$ cat src/rtl/dbgcmp_pkg.sv
package dbgcmp_pkg;

  // control byte, bit 7 down to bit 0
  typedef struct packed {
    logic qual_en;   // size-enable (size variant only)
    logic qual_sel;  // data-invert or size-select
    logic tag;
    logic brk;
    logic dir_rd;
    logic dir_en;
    logic src;
    logic enable;
  } cmp_ctrl_t;

  localparam int unsigned CTRL_OFF = 0;

endpackage

$ cat src/rtl/dbgcmp_regs.sv
module dbgcmp_regs
  import dbgcmp_pkg::*;
#(
  parameter int unsigned ADDR_W   = 24,
  parameter int unsigned DATA_W   = 16,
  parameter bit          HAS_DATA = 1'b1,
  parameter int unsigned OFF_W    = 3
) (
  input  logic              clk,
  input  logic              rst_n,
  input  logic              armed,
  input  logic              wr_en,
  input  logic [OFF_W-1:0]  off,
  input  logic [7:0]        wdata,
  output logic [7:0]        rdata,
  output cmp_ctrl_t         ctrl,
  output logic [ADDR_W-1:0] cmp_addr,
  output logic [DATA_W-1:0] cmp_data,
  output logic [DATA_W-1:0] cmp_mask
);

  localparam int unsigned AB        = ADDR_W / 8;
  localparam int unsigned DB        = DATA_W / 8;
  localparam int unsigned NREG      = HAS_DATA ? 1 + AB + 2 * DB : 1 + AB;
  localparam logic [7:0]  CTRL_KEEP = HAS_DATA ? 8'h7F : 8'hFF;

  logic [7:0] regs_q [NREG];

  always_ff @(posedge clk or negedge rst_n) begin
    if (!rst_n) begin
      for (int i = 0; i < NREG; i++) regs_q[i] <= '0;
    end else if (wr_en && !armed) begin
      for (int i = 0; i < NREG; i++) begin
        if (off == OFF_W'(i)) begin
          if (i == CTRL_OFF) regs_q[i] <= wdata & CTRL_KEEP;
          else               regs_q[i] <= wdata;
        end
      end
    end
  end

  always_comb begin
    rdata = '0;
    for (int i = 0; i < NREG; i++) begin
      if (off == OFF_W'(i)) rdata = regs_q[i];
    end
  end

  assign ctrl = regs_q[CTRL_OFF];

  // most significant byte at the lowest offset
  for (genvar k = 0; k < AB; k++) begin : g_addr
    assign cmp_addr[8*(AB-1-k) +: 8] = regs_q[1+k];
  end

  if (HAS_DATA) begin : g_data
    for (genvar k = 0; k < DB; k++) begin : g_byte
      assign cmp_data[8*(DB-1-k) +: 8] = regs_q[1+AB+k];
      assign cmp_mask[8*(DB-1-k) +: 8] = regs_q[1+AB+DB+k];
    end
  end else begin : g_nodata
    assign cmp_data = '0;
    assign cmp_mask = '0;
  end

endmodule

$ cat src/rtl/dbgcmp_qual.sv
module dbgcmp_qual
  import dbgcmp_pkg::*;
#(
  parameter int unsigned ADDR_W   = 24,
  parameter int unsigned DATA_W   = 16,
  parameter bit          HAS_DATA = 1'b1
) (
  input  cmp_ctrl_t         ctrl,
  input  logic [ADDR_W-1:0] cmp_addr,
  input  logic [DATA_W-1:0] cmp_data,
  input  logic [DATA_W-1:0] cmp_mask,
  input  logic              bus_valid,
  input  logic [ADDR_W-1:0] bus_addr,
  input  logic [DATA_W-1:0] bus_data,
  input  logic              bus_read,
  input  logic              bus_word,
  output logic              hit
);

  logic addr_ok;
  logic dir_ok;
  logic aux_ok;

  assign addr_ok = (bus_addr == cmp_addr);
  assign dir_ok  = !ctrl.dir_en || (bus_read == ctrl.dir_rd);

  if (HAS_DATA) begin : g_data_qual
    logic differs;
    assign differs = |((bus_data ^ cmp_data) & cmp_mask);
    assign aux_ok  = ctrl.tag || (differs == ctrl.qual_sel);
  end else begin : g_size_qual
    assign aux_ok  = ctrl.tag || !ctrl.qual_en || (bus_word == ctrl.qual_sel);
  end

  assign hit = bus_valid && ctrl.enable && addr_ok && dir_ok && aux_ok;

  logic unused_sink;
  assign unused_sink = ^{ctrl, bus_data, bus_word, cmp_data, cmp_mask};

endmodule

$ cat src/rtl/dbg_bus_cmp.sv
module dbg_bus_cmp
  import dbgcmp_pkg::*;
#(
  parameter  int unsigned ADDR_W   = 24,
  parameter  int unsigned DATA_W   = 16,
  parameter  bit          HAS_DATA = 1'b1,
  localparam int unsigned OFF_W    = $clog2(1 + ADDR_W / 8 + 2 * (DATA_W / 8))
) (
  input  logic              clk,
  input  logic              rst_n,
  input  logic              armed,
  input  logic              reg_wr_en,
  input  logic [OFF_W-1:0]  reg_off,
  input  logic [7:0]        reg_wdata,
  output logic [7:0]        reg_rdata,
  input  logic              bus_valid,
  input  logic [ADDR_W-1:0] bus_addr,
  input  logic [DATA_W-1:0] bus_data,
  input  logic              bus_read,
  input  logic              bus_word,
  output logic              match_pulse,
  output logic              tag_mode,
  output logic              brk_en
);

  cmp_ctrl_t         ctrl_q;
  logic [ADDR_W-1:0] cmp_addr;
  logic [DATA_W-1:0] cmp_data;
  logic [DATA_W-1:0] cmp_mask;
  logic              hit;

  dbgcmp_regs #(
    .ADDR_W(ADDR_W), .DATA_W(DATA_W), .HAS_DATA(HAS_DATA), .OFF_W(OFF_W)
  ) u_regs (
    .clk      (clk),
    .rst_n    (rst_n),
    .armed    (armed),
    .wr_en    (reg_wr_en),
    .off      (reg_off),
    .wdata    (reg_wdata),
    .rdata    (reg_rdata),
    .ctrl     (ctrl_q),
    .cmp_addr (cmp_addr),
    .cmp_data (cmp_data),
    .cmp_mask (cmp_mask)
  );

  dbgcmp_qual #(
    .ADDR_W(ADDR_W), .DATA_W(DATA_W), .HAS_DATA(HAS_DATA)
  ) u_qual (
    .ctrl      (ctrl_q),
    .cmp_addr  (cmp_addr),
    .cmp_data  (cmp_data),
    .cmp_mask  (cmp_mask),
    .bus_valid (bus_valid),
    .bus_addr  (bus_addr),
    .bus_data  (bus_data),
    .bus_read  (bus_read),
    .bus_word  (bus_word),
    .hit       (hit)
  );

  always_ff @(posedge clk or negedge rst_n) begin
    if (!rst_n) match_pulse <= 1'b0;
    else        match_pulse <= hit;
  end

  assign tag_mode = ctrl_q.tag;
  assign brk_en   = ctrl_q.brk;

endmodule

$ cat config.mk
export PLATFORM = sky130hd
export DESIGN_NAME = dbg_bus_cmp
export DESIGN_NICKNAME = d
export VERILOG_FILES = /design/src/rtl/dbgcmp_pkg.sv /design/src/rtl/dbgcmp_regs.sv /design/src/rtl/dbgcmp_qual.sv /design/src/rtl/dbg_bus_cmp.sv
export SDC_FILE = /design/constraint.sdc
export NUM_CORES = 1
export LEC_CHECK = 0
export ABC_AREA = 1
export ABC_CLOCK_PERIOD_IN_PS = 1250
export CORE_MARGIN = 8
export CORE_UTILIZATION = 53
export CTS_BUF_LIST = sky130_fd_sc_hd__clkbuf_2
export CTS_CLUSTER_SIZE = 25
export DETAILED_ROUTE_END_ITERATION = 16
export DONT_BUFFER_PORTS = 1
export PLACE_DENSITY = 0.7
export SKIP_CTS_REPAIR_TIMING = 1
export SYNTH_ARGS = -nofsm -noshare
export SYNTH_HDL_FRONTEND = slang
export SYNTH_SLANG_ARGS = --single-unit
export TNS_END_PERCENT = 10
$ cat constraint.sdc
create_clock -name clk -period 1.25 [get_ports clk]
set_input_delay 0.25 -clock clk [delete_from_list [all_inputs] [get_ports clk]]
set_output_delay 0.25 -clock clk [all_outputs]
set_load 0.01 [all_outputs]
==> key figures, run 1 <==
Setup path
  • Path type of the worst setup path: reg2out
  • Endpoint of the worst setup timing path: reg_rdata[5]
  • Largest driver fanout on the critical path: 2
  • Data arrival time of the worst path: 1.57 ns
  • Startpoint kind of the worst setup timing path: flop
  • Endpoint class of the critical path: output port
  • Critical-path cell with the highest stage delay: dfrtp_1
  • Biggest cell delay along the critical path: 0.42 ns
  • Worst setup path start: u_regs.cmp_addr[21]$_DFFE_PN0P_
  • Critical R2R Capture: match_pulse$_DFF_PN0_
  • FF-to-FF setup slack: -0.15 ns
  • Critical Path RT: 1.00 ns
  • Cell count of the worst reg-to-reg path: 12
  • Worst flop-to-flop path startpoint: u_regs.cmp_addr[19]$_DFFE_PN0P_
  • List of cells traversed by the critical path: nand2_1 -> o21ai_1 -> a21oi_1 -> nand3_1 -> nor2_1 -> nand3_2

STA
  • Worst hold slack across all endpoints: -0.567 ns
  • Number of pins exceeding their max-slew limit in the final report: 0
  • Final worst path period need: 1.82 ns
  • Final worst clock skew: 0.0140 ns
  • Final setup violation count: 11
  • Transition at the pin with the smallest max-transition slack: 0.323 ns
  • Fmax: 549 MHz
  • Final Hold Violating Endpoints: 64
  • Period Utilization, post-route: 146%
  • Headroom to the max-slew limit: 78.5%
  • Unrepaired setup endpoints after global routing: yes
  • Fin worst setup slack: -0.571 ns

Routing
  • Vias/cell: 5.37
  • TritonRoute pass-1 iters: 5
  • Iteration-0 DRC Markers: 217
  • DRT Wirelength: 10200 um
  • Wire length per cell after detailed routing: 15.7 um
  • DRC errors left: 0
  • Via count: 3483
  • Residual antenna-violating net count after detailed routing: 0

GRT
  • Pin count of the biggest net entering global routing: 65
  • GRT Resource Usage Total: 21.2%
  • Initial antenna violation count: 0
  • Via count of the first global-routing pass: 3214
  • Global-route wire length before repair: 16200 um
  • Overflow after GRT: 0

Placement
  • Final weighted congestion of routability-driven global placement: 0.830
  • Cell total after placement: 622
  • Placed wire-length estimate: 7810 um
  • Buffers on Ports: 0
  • Area after DPL: 4110 sq um

Yosys
  • Top cells by area, synth: dfrtp_1 (45%), nand2_1 (17%), o21ai_0 (7.5%)
  • Post-synthesis sequential element count: 64
  • Top cells by instance count after synthesis: nand2_1 (167), dfrtp_1 (64), inv_1 (55), o21ai_0 (54), nor2_1 (47)
  • Share of async-settable or async-resettable flops after synthesis: 100%
  • Number of enable flip-flop cells after synthesis: 0
  • Synth Flop Type: dfrtp_1
  • Fraction of post-synthesis cell area in the top cell type by area: 44.6%
  • Most frequent cell after synthesis: nand2_1
  • Post-synth net total: 546
  • Number of library cell types mapped by synthesis: 29
  • Yosys warning total: 0
  • Syn Area/Cell: 7.36 sq um
  • Cell area after synthesis: 3590 sq um
  • Most area-hungry cell type in the Yosys netlist: dfrtp_1
  • Proportion of synthesized chip area in sequential cells: 44.6%
  • Number of instances in the synthesized netlist: 488

Clock tree
  • Clk sinks: 64
  • Clock Tree Root: clkbuf_2
  • TritonCTS clock tree: built
  • H-tree Lvls: 3
  • Number of buffers created by CTS: 9
  • Deepest clock path buffer count: 2
  • Skew-Pair Late Insertion Delay: 0.48 ns
  • Clk slew on worst S/H paths: 0.17 ns

Run
  • # Max-Cap Violations: 0

Floorplan
  • Standard-cell rows: 30
  • Core outline area: 6680 sq um
  • Die ar.: 9660 sq um
  • Starting utilization of the core area: 53.7%
  • Die height: 98.3 um
  • Die outline width: 98.3 um
  • Count of pins on the block boundary: 69

Run status
  • Run status: finished with violations
  • Violated checks: negative hold slack, negative setup slack

Layout
  • Fill cell instance count of the final layout: 609
  • Area Overhead vs Synth: 20.8%
  • Final Net Count: 622
  • Final standard cell area without fillers: 4340 sq um
  • Number of antenna diodes: 0
  • Final core occ: 64.9%
  • Ratio of cells with drive above 1 in the final layout: 20.9%
  • Final non-filler cell total: 649

Power
  • Peak supply drop: 0.000789 V
  • Lkg Pwr: 2.22 nW
  • Power per Cell Area: 1350 nW/um^2

Hold path
  • Worst min-delay path class: in2async
-- critical path: cells and delay by family (launching register included) --
kind             cells  cell delay [ns]
AND/OR/NAND/NOR      4             0.48
AO/OA/AOI/OAI        2             0.19
flip-flops           1             0.42
-- final cells by class --
| type | count | area, sq um | area share [%] |
|---|---|---|---|
| Inverter | 62 | 238 | 5.48 |
| Clock inverter | 5 | 47.5 | 1.10 |
| Tap cell | 80 | 100 | 2.31 |
| Clock buffer | 11 | 55.1 | 1.27 |
| Timing Repair Buffer | 73 | 588 | 13.6 |
| Sequential cell | 64 | 1600 | 37.0 |
| Multi-Input combinational cell | 354 | 1710 | 39.3 |
-- registers in the layout (all words and copies together) (netlist names) --
name	flops
u_regs.cmp_data	16
match_pulse	1
u_regs.ctrl	7
u_regs.cmp_mask	16
u_regs.cmp_addr	24
-- metrics by stage --
stage / setup TNS [ns] / setup WS (ns) / power (mW)
floorplan: 0 / 0.00562 / 3.83
finish: -4.53 / -0.571 / 5.86
detailed placement: -2.45 / -0.221 / 4.64
CTS: -5.02 / -0.648 / 5.80
global placement: -1.91 / -0.175 / 4.57
global route: -5.75 / -0.686 / 6.26
-- per-layer routing --
metal  part of all wire [%]  routed length, um  vias up  GRT usage [%]
met5                      0                  0        -              0
met4                    2.0                199        0           9.92
met3                    9.4                953       17           7.47
met2                     47               4770      132           34.0
met1                     42               4250     1618           24.9
li1                       -                  -     1716              -
-- cell families (layout without fill, tap and decap cells) --
| logic type | after synthesis | count (layout) | share of synthesized area [%] |
|---|---|---|---|
| buffers and inverters | 70 | 151 | 8.71 |
| AOI/OAI and AO/OA | 95 | 95 | 15.1 |
| xor gates and xnor gates | 7 | 7 | 1.71 |
| DFF | 64 | 64 | 44.6 |
| and+or+nand+nor | 252 | 252 | 29.8 |
-- worst min path at each step --
stage | from | end | slack, ns | cells past startpoint
6_report | rst_n | u_regs.cmp_data[9]$_DFFE_PN0P_ | -0.57 | 0
5_1_grt | rst_n | u_regs.cmp_mask[15]$_DFFE_PN0P_ | -0.64 | 0
4_1_cts | rst_n | u_regs.cmp_data[1]$_DFFE_PN0P_ | -0.62 | 0
3_5_place_dp | rst_n | u_regs.cmp_addr[3]$_DFFE_PN0P_ | -0.04 | 0
3_3_place_gp | rst_n | u_regs.cmp_addr[3]$_DFFE_PN0P_ | -0.04 | 0
2_1_floorplan | rst_n | match_pulse$_DFF_PN0_ | -0.05 | 0
-- cells in the final DEF (no fill, tap or decap), types with 5 or more instances in the layout --
cell type / synthesis / layout
a21oi_1: 19 / 18
buf_4: 0 / 65
clkbuf_2: 0 / 11
dfrtp_1: 64 / 63
dlygate4sd3_1: 0 / 6
inv_1: 55 / 50
inv_2: 6 / 10
nand2_1: 167 / 167
nand3_1: 19 / 18
nand4_1: 7 / 7
nor2_1: 47 / 46
o21ai_0: 54 / 50
o21ai_2: 9 / 11
xor2_1: 5 / 5
-- power by group --
part | internal, mW | leakage (nW) | switching [mW] | total, mW
clock network | 0.461 | 0.0708 | 0.700 | 1.16
logic | 0.907 | 1.35 | 0.948 | 1.86
registers | 2.50 | 0.795 | 0.348 | 2.85
No activity file was read; power rests on OpenSTA's default activity.
==> run 2: changes to the inputs <==
--- a/config.mk
+++ b/config.mk
@@ -6,14 +6,14 @@
 export NUM_CORES = 1
 export LEC_CHECK = 0
 export ABC_AREA = 1
-export ABC_CLOCK_PERIOD_IN_PS = 1250
+export ABC_CLOCK_PERIOD_IN_PS = 1830
 export CORE_MARGIN = 8
 export CORE_UTILIZATION = 53
 export CTS_BUF_LIST = sky130_fd_sc_hd__clkbuf_2
 export CTS_CLUSTER_SIZE = 25
 export DETAILED_ROUTE_END_ITERATION = 16
 export DONT_BUFFER_PORTS = 1
-export PLACE_DENSITY = 0.7
+export PLACE_DENSITY = 0.67
 export SKIP_CTS_REPAIR_TIMING = 1
 export SYNTH_ARGS = -nofsm -noshare
 export SYNTH_HDL_FRONTEND = slang
==> constraint.sdc (replaced) <==
create_clock -name clk -period 1.83 [get_ports clk]
set_input_delay 0.366 -clock clk [delete_from_list [all_inputs] [get_ports clk]]
set_output_delay 0.366 -clock clk [all_outputs]
set_load 0.01 [all_outputs]
==> run 2 against run 1 <==
  * The run ends with negative setup slack left
  * Sequential share of layout area up 3.9 points
  * Non-clock buffer count down 54
  * First-iteration DRC count down 14%
  * Register-to-register slack better by 0.58 ns
  * Combinational power down 48%
  * Critical path depth unchanged
  * Wire length down 5.5%
  * Power down 39%
==> key figures, run 2 (synthesis gave the netlist of run 1 again) <==
Run status
  • Run status: finished with violations
  • Violated checks: negative setup slack

STA
  • Headroom to the max-slew limit: 65.8% (-13 points)
  • Final setup violation count: 8 (-3)
  • Period Utilization, post-route: 106%
  • Unrepaired setup endpoints after global routing: yes
  • Worst hold slack across all endpoints: 0.144 ns (+0.710 ns)
  • Number of pins exceeding their max-slew limit in the final report: 0 (unchanged)
  • Fmax: 517 MHz
  • Transition at the pin with the smallest max-transition slack: 0.512 ns (+0.189 ns)
  • Fin worst setup slack: -0.104 ns (+0.467 ns)
  • Final worst clock skew: 0.0209 ns (+0.00696 ns)
  • Final Hold Violating Endpoints: 0 (-100%)
  • Final worst path period need: 1.93 ns
  • Post-route setup TNS: -0.533 ns (+4.00 ns)

Clock tree
  • TritonCTS clock tree: built
  • Clock Tree Root: clkbuf_2
  • Clk slew on worst S/H paths: 0.16 ns (about the same)
  • Skew-Pair Late Insertion Delay: 0.49 ns (about the same)
  • H-tree Lvls: 3 (unchanged)
  • Number of buffers created by CTS: 9 (unchanged)
  • Deepest clock path buffer count: 2 (unchanged)
  • Clk sinks: 64 (unchanged)

Placement
  • Buffers on Ports: 0 (unchanged)
  • Final weighted congestion of routability-driven global placement: 0.924 (+11%)
  • Placed wire-length estimate: 7130 um (-8.7%)
  • Pre-CTS worst setup slack: 0.131 ns (+0.352 ns)

Floorplan
  • Die outline width: 98.3 um (unchanged)
  • Die height: 98.3 um (unchanged)
  • Core outline area: 6680 sq um (unchanged)
  • Die ar.: 9660 sq um (unchanged)
  • Standard-cell rows: 30 (unchanged)
  • Count of pins on the block boundary: 69 (unchanged)
  • Starting utilization of the core area: 53.7% (unchanged)

Routing
  • Via count: 3254 (-6.6%)
  • DRC errors left: 0 (unchanged)
  • DRT Wirelength: 9610 um (-5.5%)
  • Iteration-0 DRC Markers: 186 (-14%)
  • Vias/cell: 5.49 (+2.2%)
  • Residual antenna-violating net count after detailed routing: 0 (unchanged)
  • TritonRoute pass-1 iters: 5 (unchanged)
  • Wire length per cell after detailed routing: 16.2 um (+3.4%)

Layout
  • Fill cell instance count of the final layout: 635 (+4.3%)
  • Final core occ: 58.7% (-6.2 points)
  • Ratio of cells with drive above 1 in the final layout: 13.3% (-7.7 points)
  • Area Overhead vs Synth: 9.31%
  • Final Net Count: 568 (-8.7%)
  • Number of antenna diodes: 0 (unchanged)
  • Commonest cells after routing, fill and taps aside: nand2_1 (165), dfrtp_1 (63), o21ai_0 (51)
  • Number of flip-flops in the largest register: 24 (unchanged)
  • Most frequent standard cell in the layout excluding fill and tap cells: nand2_1

Power
  • Pwr Total: 3.58 mW (-39%)
  • Power per Cell Area: 914 nW/um^2 (-32%)
  • Lkg Pwr: 1.96 nW (-12%)
  • Peak supply drop: 0.000531 V (-33%)

Hold path
  • Worst min-delay path startpoint: reg_wdata[4]
  • Hold endpoint: u_regs.cmp_mask[12]$_DFFE_PN0P_
  • Cell count of the worst hold path: 2
  • Worst min-delay path class: in2reg

GRT
  • GRT Resource Usage Total: 20.2% (-1.0 points)
  • Global-route wire length before repair: 15400 um (-4.4%)
  • Via count of the first global-routing pass: 3034 (-5.6%)
  • Initial antenna violation count: 0 (unchanged)
  • Pin count of the biggest net entering global routing: 65 (unchanged)
  • Overflow after GRT: 0 (unchanged)

Setup path
  • FF-to-FF setup slack: 0.43 ns (+0.58 ns)
  • Number of buffer and inverter instances along the worst setup path: 1 (+1)
  • Biggest cell delay along the critical path: 0.48 ns (+0.06 ns)
  • Data arrival time of the worst path: 1.57 ns (about the same)
  • Endpoint class of the critical path: output port
  • Worst flop-to-flop path startpoint: u_regs.cmp_data[12]$_DFFE_PN0P_
  • Startpoint kind of the worst setup timing path: flop
  • Critical R2R Capture: match_pulse$_DFF_PN0_
  • Cell class contributing the biggest share of worst-path delay: flip-flops
  • Critical-path cell with the highest stage delay: dfrtp_2
  • List of cells traversed by the critical path: inv_1 -> o21ai_0 -> a21oi_1 -> nand3_1 -> nor2_2 -> nand3_2
  • Cell count of the worst reg-to-reg path: 10 (-2)
  • Largest driver fanout on the critical path: 3 (+1)
  • Worst setup path start: u_regs.ctrl[5]$_DFFE_PN0P_
  • Critical Path RT: 1.46 ns (+0.46 ns)
  • Path type of the worst setup path: reg2out

Run
  • # Max-Cap Violations: 0 (unchanged)
-- run 2: cell types whose count changed in the layout (fill, tap and decap cells not counted), sizes merged --
cell,delta
bufinv,-1
buf,-54
clkinvlp,+1
clkbuf,-2
-- run 2: area by class of cell --
type                       count  area, sq um  share of cell area [%]
clock buffer                   9         45.0                    1.15
clock inverter                 5         26.3                   0.670
inverter                      62          235                    5.99
multi-input combinational    354         1740                    44.3
sequential                    64         1600                    40.8
tap                           80          100                    2.55
timing repair buffer          19          178                    4.53
-- run 2: metal layers --
layer	global-route usage (%)	wire (um)
met2	31.0	4330
met4	7.20	121
met3	6.12	992
met5	0	0
met1	26.1	4160
-- run 2: worst register-to-register path: cells and delay by family, from the launching register on --
kind	cells	cell delay, ns
buffers and inverters	1	0.04
and+or+nand+nor	9	0.85
DFF	1	0.44
-- run 2: how the worst max path moves through the flow --
stage,endpoint,slack [ns],cells after the start
after global routing,reg_rdata[5],-0.21,6
after CTS,reg_rdata[3],-0.34,4
after detailed placement,reg_rdata[3],0.13,5
after global placement,reg_rdata[3],0.13,5
after floorplan,reg_rdata[0],0.29,4
final,reg_rdata[5],-0.10,6
-- run 2: through the flow --
step | instances | area [sq um]
detailed placement | 569 | 3680
global route | 593 | 3920
CTS | 583 | 3750
floorplan | 488 | 3590
finish | 593 | 3920
global placement | 569 | 3680
-- run 2: power by group --
group | internal [mW] | leakage [nW] | switching (mW)
sequential | 1.71 | 0.795 | 0.280
clock | 0.152 | 0.0508 | 0.485
combinational | 0.392 | 1.11 | 0.566
==> run 3: changes to the inputs <==
--- a/config.mk
+++ b/config.mk
@@ -5,12 +5,11 @@
 export SDC_FILE = /design/constraint.sdc
 export NUM_CORES = 1
 export LEC_CHECK = 0
-export ABC_AREA = 1
+export ABC_AREA = 0
 export ABC_CLOCK_PERIOD_IN_PS = 1830
 export CORE_MARGIN = 8
 export CORE_UTILIZATION = 53
 export CTS_BUF_LIST = sky130_fd_sc_hd__clkbuf_2
-export CTS_CLUSTER_SIZE = 25
 export DETAILED_ROUTE_END_ITERATION = 16
 export DONT_BUFFER_PORTS = 1
 export PLACE_DENSITY = 0.67
==> run 3 against run 2 <==
  * The run still ends with negative setup slack left
  * Design area decreased by 1.1%
  * Critical endpoint unchanged
  * Wire length decreased by 5.6%
  * Worst setup slack got worse by 0.21 ns
  * Die area decreased by 2.4%
  * Clock power increased by 23%
  * Sequential share of layout area increased by 0.44 points
  * Global-route usage decreased by 0.53 points
  * Hold slack improved by 0.017 ns
  * Area after synthesis decreased by 2.9%
  * Register-to-register slack got worse by 0.31 ns
  * Synthesized cell count decreased by 41%
  * Combinational power increased by 9%
==> key figures, run 3 <==
Power
  • Peak supply drop: 0.000566 V (+6.5%)
  • Power per Cell Area: 996 nW/um^2 (+9.1%)
  • Clock group share of total power: 20.3% (+2.5 points)
  • Lkg Pwr: 1.71 nW (-13%)
  • Combinational fraction of design power: 26.8% (about the same)
  • Internal power summed over all cells: 2.63 mW (+17%)
  • Reported net switching power: 1.23 mW (-7.4%)
  • Switching Share: 31.9% (-5.2 points)
  • Part of the power in registers: 52.9% (-2.6 points)

Routing
  • TritonRoute pass-1 iters: 4 (-1)
  • Vias/cell: 6.25 (+14%)
  • Residual antenna-violating net count after detailed routing: 0 (unchanged)
  • Wire length per cell after detailed routing: 23.2 um (+43%)
  • Via count: 2444 (-25%)
  • DRT Wirelength: 9070 um (-5.6%)
  • DRC errors left: 0 (unchanged)
  • Iteration-0 DRC Markers: 137 (-26%)

Layout
  • Most frequent standard cell in the layout excluding fill and tap cells: dfrtp_1
  • Number of flip-flops in the largest register: 24 (unchanged)
  • Final Net Count: 368 (-35%)
  • Number of antenna diodes: 0 (unchanged)
  • Final non-filler cell total: 391 (-34%)
  • Fill cell instance count of the final layout: 518 (-18%)
  • Area Overhead vs Synth: 11.2%
  • Ratio of cells with drive above 1 in the final layout: 31.2% (+18 points)
  • Final standard cell area without fillers: 3880 sq um (-1.1%)
  • Commonest cells after routing, fill and taps aside: dfrtp_1 (64), mux2_2 (61), xnor2_1 (24)
  • Multi-input gate area in the final layout: 1850 sq um (+6.7%)
  • Flip-flop and latch area: 1600 sq um (about the same)

Floorplan
  • Standard-cell rows: 29 (-3.3%)
  • Die outline width: 97.1 um (-1.2%)
  • Core outline area: 6350 sq um (-5.0%)
  • Die ar.: 9430 sq um (-2.4%)
  • Die height: 97.1 um (-1.2%)
  • Starting utilization of the core area: 54.9% (+1.2 points)
  • Count of pins on the block boundary: 69 (unchanged)

Yosys
  • Post-synth net total: 345 (-37%)
  • Number of instances in the synthesized netlist: 287 (-41%)
  • Synth Flop Type: dfrtp_1
  • Fraction of post-synthesis cell area in the top cell type by area: 45.9% (+1.3 points)
  • Cell area after synthesis: 3490 sq um (-2.9%)
  • Number of enable flip-flop cells after synthesis: 0 (unchanged)
  • Proportion of synthesized chip area in sequential cells: 45.9% (+1.3 points)
  • Most area-hungry cell type in the Yosys netlist: dfrtp_1
  • Most frequent cell after synthesis: dfrtp_1
  • Share of async-settable or async-resettable flops after synthesis: 100% (unchanged)
  • Syn Area/Cell: 12.2 sq um (+65%)
  • Top cells by instance count after synthesis: dfrtp_1 (64), mux2_2 (61), xnor2_1 (24), xor2_1 (17)
  • Yosys warning total: 0 (unchanged)
  • Number of library cell types mapped by synthesis: 35 (+21%)
  • Top cells by area, synth: dfrtp_1 (46%), mux2_2 (20%), xnor2_1 (6.0%)
  • Post-synthesis sequential element count: 64 (unchanged)

STA
  • Number of pins exceeding their max-slew limit in the final report: 0 (unchanged)
  • Final Hold Violating Endpoints: 0 (unchanged)
  • Final worst clock skew: 0.0158 ns (-0.00517 ns)
  • Final setup violation count: 8 (unchanged)
  • Fin worst setup slack: -0.310 ns (-0.205 ns)
  • Final worst path period need: 2.14 ns (+0.205 ns)
  • Transition at the pin with the smallest max-transition slack: 0.490 ns (-0.0220 ns)
  • Fmax: 467 MHz (-9.6%)
  • Unrepaired setup endpoints after global routing: yes
  • Headroom to the max-slew limit: 67.3% (+1.5 points)
  • Post-route setup TNS: -1.55 ns (-1.02 ns)
  • Period Utilization, post-route: 117% (+11 points)

Run
  • # Max-Cap Violations: 0 (unchanged)

GRT
  • GRT Resource Usage Total: 19.7% (-0.53 points)
  • Via count of the first global-routing pass: 2680 (-12%)
  • Overflow after GRT: 0 (unchanged)
  • Global-route wire length before repair: 14400 um (-7.1%)
  • Initial antenna violation count: 0 (unchanged)
  • Pin count of the biggest net entering global routing: 65 (unchanged)

Placement
  • Pre-CTS worst setup slack: 0.115 ns (-0.0160 ns)
  • Placed wire-length estimate: 6600 um (-7.5%)
  • Buffers on Ports: 0 (unchanged)
  • Area after DPL: 3640 sq um (-1.1%)
  • Cell total after placement: 366 (-36%)
  • Final weighted congestion of routability-driven global placement: 0.834 (-9.8%)

Clock tree
  • Clock Tree Root: clkbuf_2
  • H-tree Lvls: 3 (unchanged)
  • Deepest clock path buffer count: 2 (unchanged)
  • Skew-Pair Late Insertion Delay: 0.50 ns (about the same)
  • Clk slew on worst S/H paths: 0.16 ns (about the same)
  • Number of buffers created by CTS: 9 (unchanged)
  • Clk sinks: 64 (unchanged)
  • TritonCTS clock tree: built

Setup path
  • Startpoint kind of the worst setup timing path: flop
  • List of cells traversed by the critical path: mux4_2 -> nor2_1 -> a21oi_1 -> a21o_1
  • Biggest cell delay along the critical path: 0.47 ns (about the same)
  • Largest driver fanout on the critical path: 3 (unchanged)
  • Path type of the worst setup path: reg2out
  • Data arrival time of the worst path: 1.77 ns (+0.20 ns)
  • Critical Path RT: 1.46 ns (about the same)
  • Endpoint class of the critical path: output port
  • Critical-path cell with the highest stage delay: mux4_2

Run status
  • Violated checks: negative setup slack
  • Run status: finished with violations

Hold path
  • Worst min-delay path class: in2reg
-- run 3: cell type report --
cell class / instances / area share (%)
Timing Repair Buffer: 23 / 5.87
Sequential cell: 64 / 41.3
Tap cell: 77 / 2.48
Clock inverter: 6 / 1.32
Inverter: 1 / 0.0968
Multi-Input combinational cell: 211 / 47.8
Clock buffer: 9 / 1.16
-- run 3: power groups by stage --
stage | Clock (mW) | Sequential [mW] | Combinational [mW]
finish | 0.785 | 2.04 | 1.04
floorplan | 0 | 1.98 | 0.797
global route | 0.876 | 2.09 | 1.13
detailed placement | 0 | 2.07 | 0.952
global placement | 0 | 2.05 | 0.926
CTS | 0.803 | 2.04 | 0.958
-- run 3: cells by family after synthesis --
kind of cell | count (synthesis) | share of synthesized area [%]
xor gates and xnor gates | 41 | 10.3
buffers and inverters | 12 | 1.61
muxes | 73 | 23.9
DFF | 64 | 45.9
and+or+nand+nor | 52 | 8.25
AOI/OAI and AO/OA | 45 | 9.98
-- run 3: critical path: cells and delay by family, from the launching register on --
family             cells  cell delay, ns
DFF                    1            0.43
muxes                  1            0.47
and+or+nand+nor        1            0.12
AOI/OAI and AO/OA      2            0.27
-- run 3: final timing paths --
| path | start | end | slack (ns) | cells past startpoint |
|---|---|---|---|---|
| hold reg to reg | u_regs.ctrl[1]$_DFFE_PN0P_ | u_regs.ctrl[1]$_DFFE_PN0P_ | 0.53 | 1 |
| max in group asynchronous | rst_n | u_regs.cmp_mask[10]$_DFFE_PN0P_ | 1.16 | 2 |
| min in group asynchronous | rst_n | u_regs.cmp_addr[15]$_DFFE_PN0P_ | 0.37 | 2 |
| setup reg to reg | u_regs.cmp_data[14]$_DFFE_PN0P_ | match_pulse$_DFF_PN0_ | 0.12 | 5 |
| setup / recovery | u_regs.cmp_data[5]$_DFFE_PN0P_ | reg_rdata[5] | -0.31 | 4 |
| hold / removal | bus_addr[16] | match_pulse$_DFF_PN0_ | 0.16 | 4 |
-- run 3: routing by layer --
metal  up-vias  share of wire (%)  track usage, %
li1       1098                  -               -
met1      1245                 43            23.7
met2        79                 46            28.9
met3        22                7.9            8.75
met4         0                3.0            10.2
met5         -                  0               0
-- run 3: stage by stage --
step                power [mW]  util [%]  hold slack [ns]
global placement          2.98      57.3           0.0728
CTS                       3.80      58.9           -0.500
detailed placement        3.03      57.3           0.0729
global route              4.10      61.1            0.126
floorplan                 2.78         -           0.0704
finish                    3.86      61.1            0.160
